### src/rtl/nco_pkg.sv
package nco_pkg;
    typedef enum logic {
        ST_OFF = 1'b0,
        ST_RUN = 1'b1
    } nco_state_e;
endpackage

### src/rtl/nco_prescaler.sv
module nco_prescaler #(
    parameter int DIV_W = 16
) (
    input  logic             clk,
    input  logic             rst_n,
    input  logic             load,
    input  logic [DIV_W-1:0] load_val,
    input  logic             clr,
    input  logic             run,
    output logic             tick,
    output logic [DIV_W-1:0] cnt,
    output logic [DIV_W-1:0] lim
);
    localparam logic [DIV_W-1:0] ONE = DIV_W'(1);

    logic [DIV_W-1:0] period_q;
    logic [DIV_W-1:0] cnt_q;

    // A period of zero behaves as one so the generator never stalls
    assign lim  = (period_q == '0) ? ONE : period_q;
    assign tick = run && (cnt_q == lim - ONE);
    assign cnt  = cnt_q;

    always_ff @(posedge clk or negedge rst_n) begin
        if (!rst_n) begin
            period_q <= '0;
        end else if (load) begin
            period_q <= load_val;
        end
    end

    always_ff @(posedge clk or negedge rst_n) begin
        if (!rst_n) begin
            cnt_q <= '0;
        end else if (clr) begin
            cnt_q <= '0;
        end else if (run) begin
            cnt_q <= tick ? '0 : cnt_q + ONE;
        end
    end
endmodule

### src/rtl/nco_phase_acc.sv
module nco_phase_acc #(
    parameter int ACC_W = 32,
    parameter int DIV_W = 16
) (
    input  logic             clk,
    input  logic             rst_n,
    input  logic             preset,
    input  logic [DIV_W-1:0] preset_phase,
    input  logic             inc_wr,
    input  logic [ACC_W-1:0] inc_val,
    input  logic             step,
    output logic [ACC_W-1:0] acc,
    output logic             msb_flip
);
    localparam int LOW_W = ACC_W - DIV_W;

    logic [ACC_W-1:0] acc_q;
    logic [ACC_W-1:0] inc_q;
    logic [ACC_W-1:0] sum;

    assign sum      = acc_q + inc_q;
    assign msb_flip = step && (sum[ACC_W-1] != acc_q[ACC_W-1]);
    assign acc      = acc_q;

    always_ff @(posedge clk or negedge rst_n) begin
        if (!rst_n) begin
            acc_q <= '0;
        end else if (preset) begin
            acc_q <= ACC_W'(preset_phase) << LOW_W;
        end else if (step) begin
            acc_q <= sum;
        end
    end

    always_ff @(posedge clk or negedge rst_n) begin
        if (!rst_n) begin
            inc_q <= '0;
        end else if (inc_wr) begin
            inc_q <= inc_val;
        end
    end
endmodule

### src/rtl/nco_phase_clkgen.sv
module nco_phase_clkgen
    import nco_pkg::*;
#(
    parameter int ACC_W = 32,
    parameter int DIV_W = 16
) (
    input  logic               clk,
    input  logic               rst_n,
    input  logic               enable,
    input  logic               cfg_wr,
    input  logic [2*DIV_W-1:0] cfg_x,
    input  logic               inc_wr,
    input  logic [ACC_W-1:0]   inc_val,
    output logic               clk_out,
    output logic               edge_stb
);
    nco_state_e       state_q;
    nco_state_e       state_d;
    logic             running;
    logic             cnt_clr;
    logic             cnt_run;
    logic             tick;
    logic             flip;
    logic             stb_q;
    logic [DIV_W-1:0] cnt_q;
    logic [DIV_W-1:0] lim;
    logic [ACC_W-1:0] acc_q;

    // Next-state logic: start on enable high, stop on enable low
    always_comb begin
        state_d = state_q;
        unique case (state_q)
            ST_OFF: if (enable)  state_d = ST_RUN;
            ST_RUN: if (!enable) state_d = ST_OFF;
            default:             state_d = ST_OFF;
        endcase
    end

    always_ff @(posedge clk or negedge rst_n) begin
        if (!rst_n) begin
            state_q <= ST_OFF;
        end else begin
            state_q <= state_d;
        end
    end

    assign running = (state_q == ST_RUN);
    assign cnt_run = running && enable && !cfg_wr;
    assign cnt_clr = cfg_wr || !enable || !running;

    nco_prescaler #(.DIV_W(DIV_W)) i_presc (
        .clk      (clk),
        .rst_n    (rst_n),
        .load     (cfg_wr),
        .load_val (cfg_x[DIV_W-1:0]),
        .clr      (cnt_clr),
        .run      (cnt_run),
        .tick     (tick),
        .cnt      (cnt_q),
        .lim      (lim)
    );

    nco_phase_acc #(.ACC_W(ACC_W), .DIV_W(DIV_W)) i_acc (
        .clk          (clk),
        .rst_n        (rst_n),
        .preset       (cfg_wr),
        .preset_phase (cfg_x[2*DIV_W-1:DIV_W]),
        .inc_wr       (inc_wr),
        .inc_val      (inc_val),
        .step         (tick),
        .acc          (acc_q),
        .msb_flip     (flip)
    );

    always_ff @(posedge clk or negedge rst_n) begin
        if (!rst_n) begin
            stb_q <= 1'b0;
        end else begin
            stb_q <= flip;
        end
    end

    // Output process
    always_comb begin
        clk_out  = 1'b0;
        edge_stb = stb_q;
        unique case (state_q)
            ST_OFF:  clk_out = 1'b0;
            ST_RUN:  clk_out = acc_q[ACC_W-1];
            default: clk_out = 1'b0;
        endcase
    end
endmodule

### config.mk
export PLATFORM = sky130hd
export DESIGN_NAME = nco_phase_clkgen
export DESIGN_NICKNAME = d
export VERILOG_FILES = /design/src/rtl/nco_pkg.sv /design/src/rtl/nco_prescaler.sv /design/src/rtl/nco_phase_acc.sv /design/src/rtl/nco_phase_clkgen.sv
export SDC_FILE = /design/constraint.sdc
export NUM_CORES = 1
export LEC_CHECK = 0
export ABC_CLOCK_PERIOD_IN_PS = 3300
export CORE_MARGIN = 5
export CORE_UTILIZATION = 43
export DETAILED_ROUTE_END_ITERATION = 10
export DONT_BUFFER_PORTS = 1
export GPL_ROUTABILITY_DRIVEN = 0
export SYNTH_ARGS = -nofsm -noshare
export SYNTH_HDL_FRONTEND = slang
export SYNTH_SLANG_ARGS = --single-unit
### constraint.sdc
create_clock -name clk -period 3.3 [get_ports clk]
set_input_delay 0.495 -clock clk [delete_from_list [all_inputs] [get_ports clk]]
set_output_delay 0.495 -clock clk [all_outputs]
set_load 0.01 [all_outputs]
Word level (Yosys, flattened, before mapping)
Cells that the tools add are included.
- $add $sub $neg: 3
- multipliers: 0
- div/mod/pow operators: 0
- magnitude comparators: 0
- equal/unequal tests: 2
- shift operators: 0
- multiplexer cells: 8
- bitwise operators: 1
- reductions and logical operators: 12
- operators with widths (kind ; count):
    $mux 16 ; 4
    $mux 32 ; 2
    $add 32x32->32 ; 1
    $add 16x1->16 const B ; 1
    $eq 16x16->1 ; 1
    $logic_not 16->1 ; 1
    $sub 16x1->16 const B ; 1
    $logic_and 1x1->1 ; 4
    $reduce_bool 2->1 ; 2
    $logic_not 1->1 ; 3
    $logic_or 1x1->1 ; 2
    $pmux 1 s2 ; 1
    $mux 1 ; 1
    $ne 1x1->1 ; 1
    $not 1->1 ; 1
- register bits after elaboration: 98
- bits in latches: 0
- bits in writable memories: 0
- bits in read-only memories: 0
- input bits: 69
- output and inout port bits: 2
- memories kept: 0

Logic depth before layout (Yosys ltp)
- depth in word-level cells: 8
- mapped depth: 15
- gate-level depth less buffers: 13

Hierarchy
Synthesis repeated with hierarchy kept, for this count alone.
- cells, all modules: 683
- area, all modules: 6480.0 um^2
- modules (own cells, without submodules) (module ; instances ; cells an instance ; area an instance (um^2) ; sequential area each (um^2)):
    nco_phase_acc ; 1 ; 437 ; 4237.8 ; 1601.5
    nco_prescaler ; 1 ; 241 ; 2169.6 ; 800.8
    nco_phase_clkgen ; 1 ; 5 ; 72.6 ; 50.0

Worst setup path before layout
OpenSTA, ideal clock, no wires.
- kind: register -> register
- from: register i_presc.period_q[0]
- to: register i_acc.acc_q[19] (netlist: i_acc.acc[19])
- arrival: 3.291 ns
- data required time: 3.164 ns
- slack: -0.127 ns
- cell stages (with the launch flop): 16
- buffers on the path: 2
- clock period less this slack: 3.427 ns
- path through: dfrtp_1 -> or4_1 -> nor3_1 -> a21oi_1 -> ha_1 -> nor4b_1 -> nand2_1 -> xor2_1 -> nor3_1 -> a2111oi_2 -> and3_1 -> nand3_2 -> buf_6 -> buf_2 -> a31oi_1 -> o21ai_0
- word-level cells in the longest chain between the ends: 6
- RTL lines (what ; line ; source):
    start: declaration ; nco_prescaler.sv:16 ; logic [DIV_W-1:0] period_q;
    start signal: assignment ; nco_prescaler.sv:28 ; period_q <= load_val;
    $logic_not 16->1 ; nco_prescaler.sv:20 ; assign lim = (period_q == '0) ? ONE : period_q;
    $mux 16 (*) ; nco_prescaler.sv:20 ;
    $sub 16x1->16 (*) ; nco_prescaler.sv:21 ; assign tick = run && (cnt_q == lim - ONE);
    $eq 16x16->1 (*) ; nco_prescaler.sv:21 ;
    $logic_and 1x1->1 (*) ; nco_prescaler.sv:21 ;
    $reduce_bool 2->1 (no line) (*) ; -- ;
    end signal: assignment ; nco_phase_acc.sv:29 ; acc_q <= ACC_W'(preset_phase) << LOW_W;
    end signal: assignment ; nco_phase_acc.sv:31 ; acc_q <= sum;
    end: declaration ; nco_phase_acc.sv:17 ; logic [ACC_W-1:0] acc_q;
Mark *: on every way between the ends. The rest lies on a longest branch, timed or not.
A chain may end at the register's enable or synchronous reset.

Worst setup path after layout
- from: register i_presc.period_q[3]
- to: register i_acc.acc_q[6] (netlist: i_acc.acc[6])
The elaborated chain is that of the path after synthesis.

==> impl_metrics.csv <==
group,metric,value,unit
placed_design,dpl.cell_count,792,
critical_path,cp_num_buf_inv,2,
finish,drive_gt1_frac,0.191,
critical_path,worstSetupPathType,"reg -> reg",
global_routing,grt_remaining_overflow,0,
finish,area_growth,14.0,%
timing,setup_viol,0,
timing,fin_crit,3.17,ns
finish,nets,731,
synthesis,synth_mux_area_frac,0.0905,
critical_path,crit_path_end_kind,"flop",
routing,viasPerCell,5.74,
routing,drtIter0Drc,159,
clock_tree,clk_pin_slew,0.07,ns
synthesis,synthArstFlopShare,1.00,
global_routing,grt_use_total,0.177,
timing,rsz0062_at_grt,"no",
pwr,ir_worst_vdd,0.288,mV
critical_path,arrival,3.45,ns
clock_tree,root_buffer,"clkbuf_16",
job,cap_violations,0,
finish,nFillCells,1276,
finish,fin_cells,813,
synthesis,yosysMostFrequentCell,"dfrtp_1",
die,core,0.0137,mm²
synthesis,synth_compound_area_frac,0.156,
global_routing,grt_start_max_net_pins,99,
global_routing,grt_pass1_wl,23.5,mm
synthesis,yosys_warnings,0,
synthesis,synth.largest_area_cell,"dfrtp_1",
critical_path,required,3.58,ns
clock_tree,htree_num_levels,3,
timing,hold_viol_final,0,
clock_tree,cts-buffers-inserted,9,
critical_path,cp_slowest_cell,"or4_4",
routing,final_antenna_net_count,0,
die,die_h,128,µm
routing,avgRoutedWirePerCell,17.2,µm
synthesis,ys_ff_latch,98,
synthesis,synthTopCellsByArea,"dfrtp_1, mux2_2, ha_1",
die,dieArea,0.0163,mm²
timing,max_freq,0.316,GHz
finish,utilization,0.495,
timing,hold_slack,0.0279,ns
timing,max_slew_margin,0.645,
die,io_pins,71,
critical_path,cpMostUsedCell,"o31a_1",
finish,antenna_cells,0,
critical_path,cp-start-kind,"flop",
synthesis,synth_top_family_by_area,"simple AND/OR/NAND/NOR gates",
timing,setup_tns,0,ns
synthesis,ys_seq_area_frac,0.412,
timing,final_max_slew_viol_count,0,
die,die_w,128,µm
routing,drt-met1-wl,6.30,mm
synthesis,synth-adder-area-share,0.0727,
routing,routed_wl,14.0,mm
clock_tree,clock_sinks,98,
synthesis,synthDistinctLibCells,59,
synthesis,synth_nets,710,
global_routing,grt_pass1_vias,4836,
synthesis,synth.avg_cell_area,9.82,µm²
pwr,power_density,430,mW/mm²
synthesis,ys.flop_type,"dfrtp_1",
clock_tree,tritoncts,"yes",
routing,drc,0,
clock_tree,clkLatencyLatePin,0.35,ns
synthesis,syn-cell-area,0.00596,mm²
placed_design,hpwl,10.3,mm
status,outcome,"complete, no violations",
critical_path,path_max_fanout,7,
routing,via_count,4668,
synthesis,synth.top_cells.by_count,"dfrtp_1, mux2_2, o21ai_0",
routing,drt_first_pass_iters,4,
placed_design,portBuffers,0,
timing,post-route-period-util,0.959,
timing,worst_pin_slew,0.533,ns
timing,worst_slack,0.134,ns
synthesis,synth_xor_area_frac,0.0853,
die,start_util,0.434,
timing,skew,0.0109,ns
critical_path,cp_cell_sequence,"or4_4, buf_4, or3_1, o31a_1, o31a_1, o21ai_2, nand3_4, buf_12, or3b_1, nand2_1",
critical_path,crit_family,"simple AND/OR/NAND/NOR gates",
placed_design,pre_cts_slack,0.0115,ns
routing,wl_met3,525,µm
routing,wl_met2,6.80,mm
global_routing,antenna_found_initial,0,
synthesis,synth_cells,607,
pwr,p_leak,2.98,nW
synthesis,yosysTopAreaCellShare,0.412,
clock_tree,clockBufferDepth,2,
die,rows,43,
routing,maxUsedRoutingLayer,"met4",
hold_path,hold_path_class,"in -> async",
synthesis,synth-simple-area-share,0.161,
synthesis,synth_edf_count,0,
critical_path,critPathMaxStageDelay,0.56,ns
layout make-up:
cell class,instances,area (µm²),share of cell area
Sequential cell,98,2450,0.361
Timing Repair Buffer,33,354,0.0521
Tap cell,180,225,0.0331
Inverter,11,41.3,0.00608
Clock inverter,3,15.0,0.00221
Multi-Input combinational cell,475,3460,0.509
Clock buffer,13,250,0.0368
metal layers:
metal	GRT usage	vias up
met3	0.0396	34
met4	0.0680	0
met5	0	-
met1	0.223	2287
met2	0.299	92
li1	-	2255
worst register-to-register path, cell delays in order, from the launching register on:
cell and delay, ns:
dfrtp_1 0.38, or4_4 0.56, buf_4 0.16, or3_1 0.42
o31a_1 0.34, o31a_1 0.29, o21ai_2 0.21, nand3_4 0.16
buf_12 0.18, or3b_1 0.35, nand2_1 0.06
placed cells by master, fill, tap and decap left out, types with 4 or more instances in the layout:
cell type / netlist / final
a21o_1: 12 / 12
a21oi_1: 30 / 28
a31o_2: 4 / 4
a31oi_1: 16 / 16
and2_1: 15 / 15
and3_1: 13 / 12
buf_4: 1 / 26
clkbuf_16: 0 / 9
dfrtp_1: 98 / 98
ha_1: 33 / 32
inv_1: 11 / 11
mux2_2: 47 / 47
nand2_1: 37 / 36
nand2b_1: 6 / 6
nand3_1: 32 / 32
nand4_1: 7 / 7
nor2_1: 42 / 41
nor3_1: 8 / 6
o211ai_1: 4 / 4
o21ai_0: 43 / 42
o21ai_1: 8 / 8
or4_4: 2 / 4
xnor2_1: 27 / 27
xor2_1: 31 / 30
flip-flops by register name, summed over array words and instances (netlist names):
register          count
edge_stb              1
i_presc.period_q     16
i_acc.inc_q          32
i_acc.acc            32
running               1
i_presc.cnt          16
final timing paths:
kind,to,slack (ns),startpoint,cells after the start
setup / recovery,i_acc.acc[6]$_DFFE_PN0P_,0.13,i_presc.period_q[3]$_DFFE_PN0P_,10
hold / removal,i_presc.period_q[5]$_DFFE_PN0P_,0.03,rst_n,1
setup reg to reg,i_acc.acc[6]$_DFFE_PN0P_,0.13,i_presc.period_q[3]$_DFFE_PN0P_,10
hold reg to reg,i_acc.inc_q[2]$_DFFE_PN0P_,0.51,i_acc.inc_q[2]$_DFFE_PN0P_,1
max in group asynchronous,i_acc.inc_q[18]$_DFFE_PN0P_,2.81,rst_n,1
min in group clk,running$_DFF_PN0_,0.17,enable,0
stage by stage:
stage / total power, mW / cell area [µm²]
floorplan: 1.79 / 5980
global placement: 1.91 / 6340
detailed placement: 1.93 / 6340
CTS: 2.93 / 6720
global route: 3.08 / 6800
finish: 2.92 / 6800
cell families (layout without fill, tap and decap cells):
group | count (synthesis) | count (layout)
AOI/OAI and AO/OA | 149 | 149
xor gates and xnor gates | 58 | 58
and+or+nand+nor | 186 | 186
DFF | 98 | 98
muxes | 48 | 48
buffers and inverters | 34 | 60
adders and majority gates | 34 | 34
report_power, final:
group,switching (mW),internal (mW)
logic,0.333,0.291
registers,0.0524,1.28
clock network,0.437,0.529
total,0.822,2.10
what timing repair did:
action                                 in CTS  in global routing
gates cloned                                2                  0
pin swaps                                   4                 14
hold buffers                                1                  0
resized for setup                           5                 15
setup buffers                               0                  2
endpoints found under the hold margin      98                  0
setup endpoints to repair                   9                 48
No activity file was read; power rests on OpenSTA's default activity.
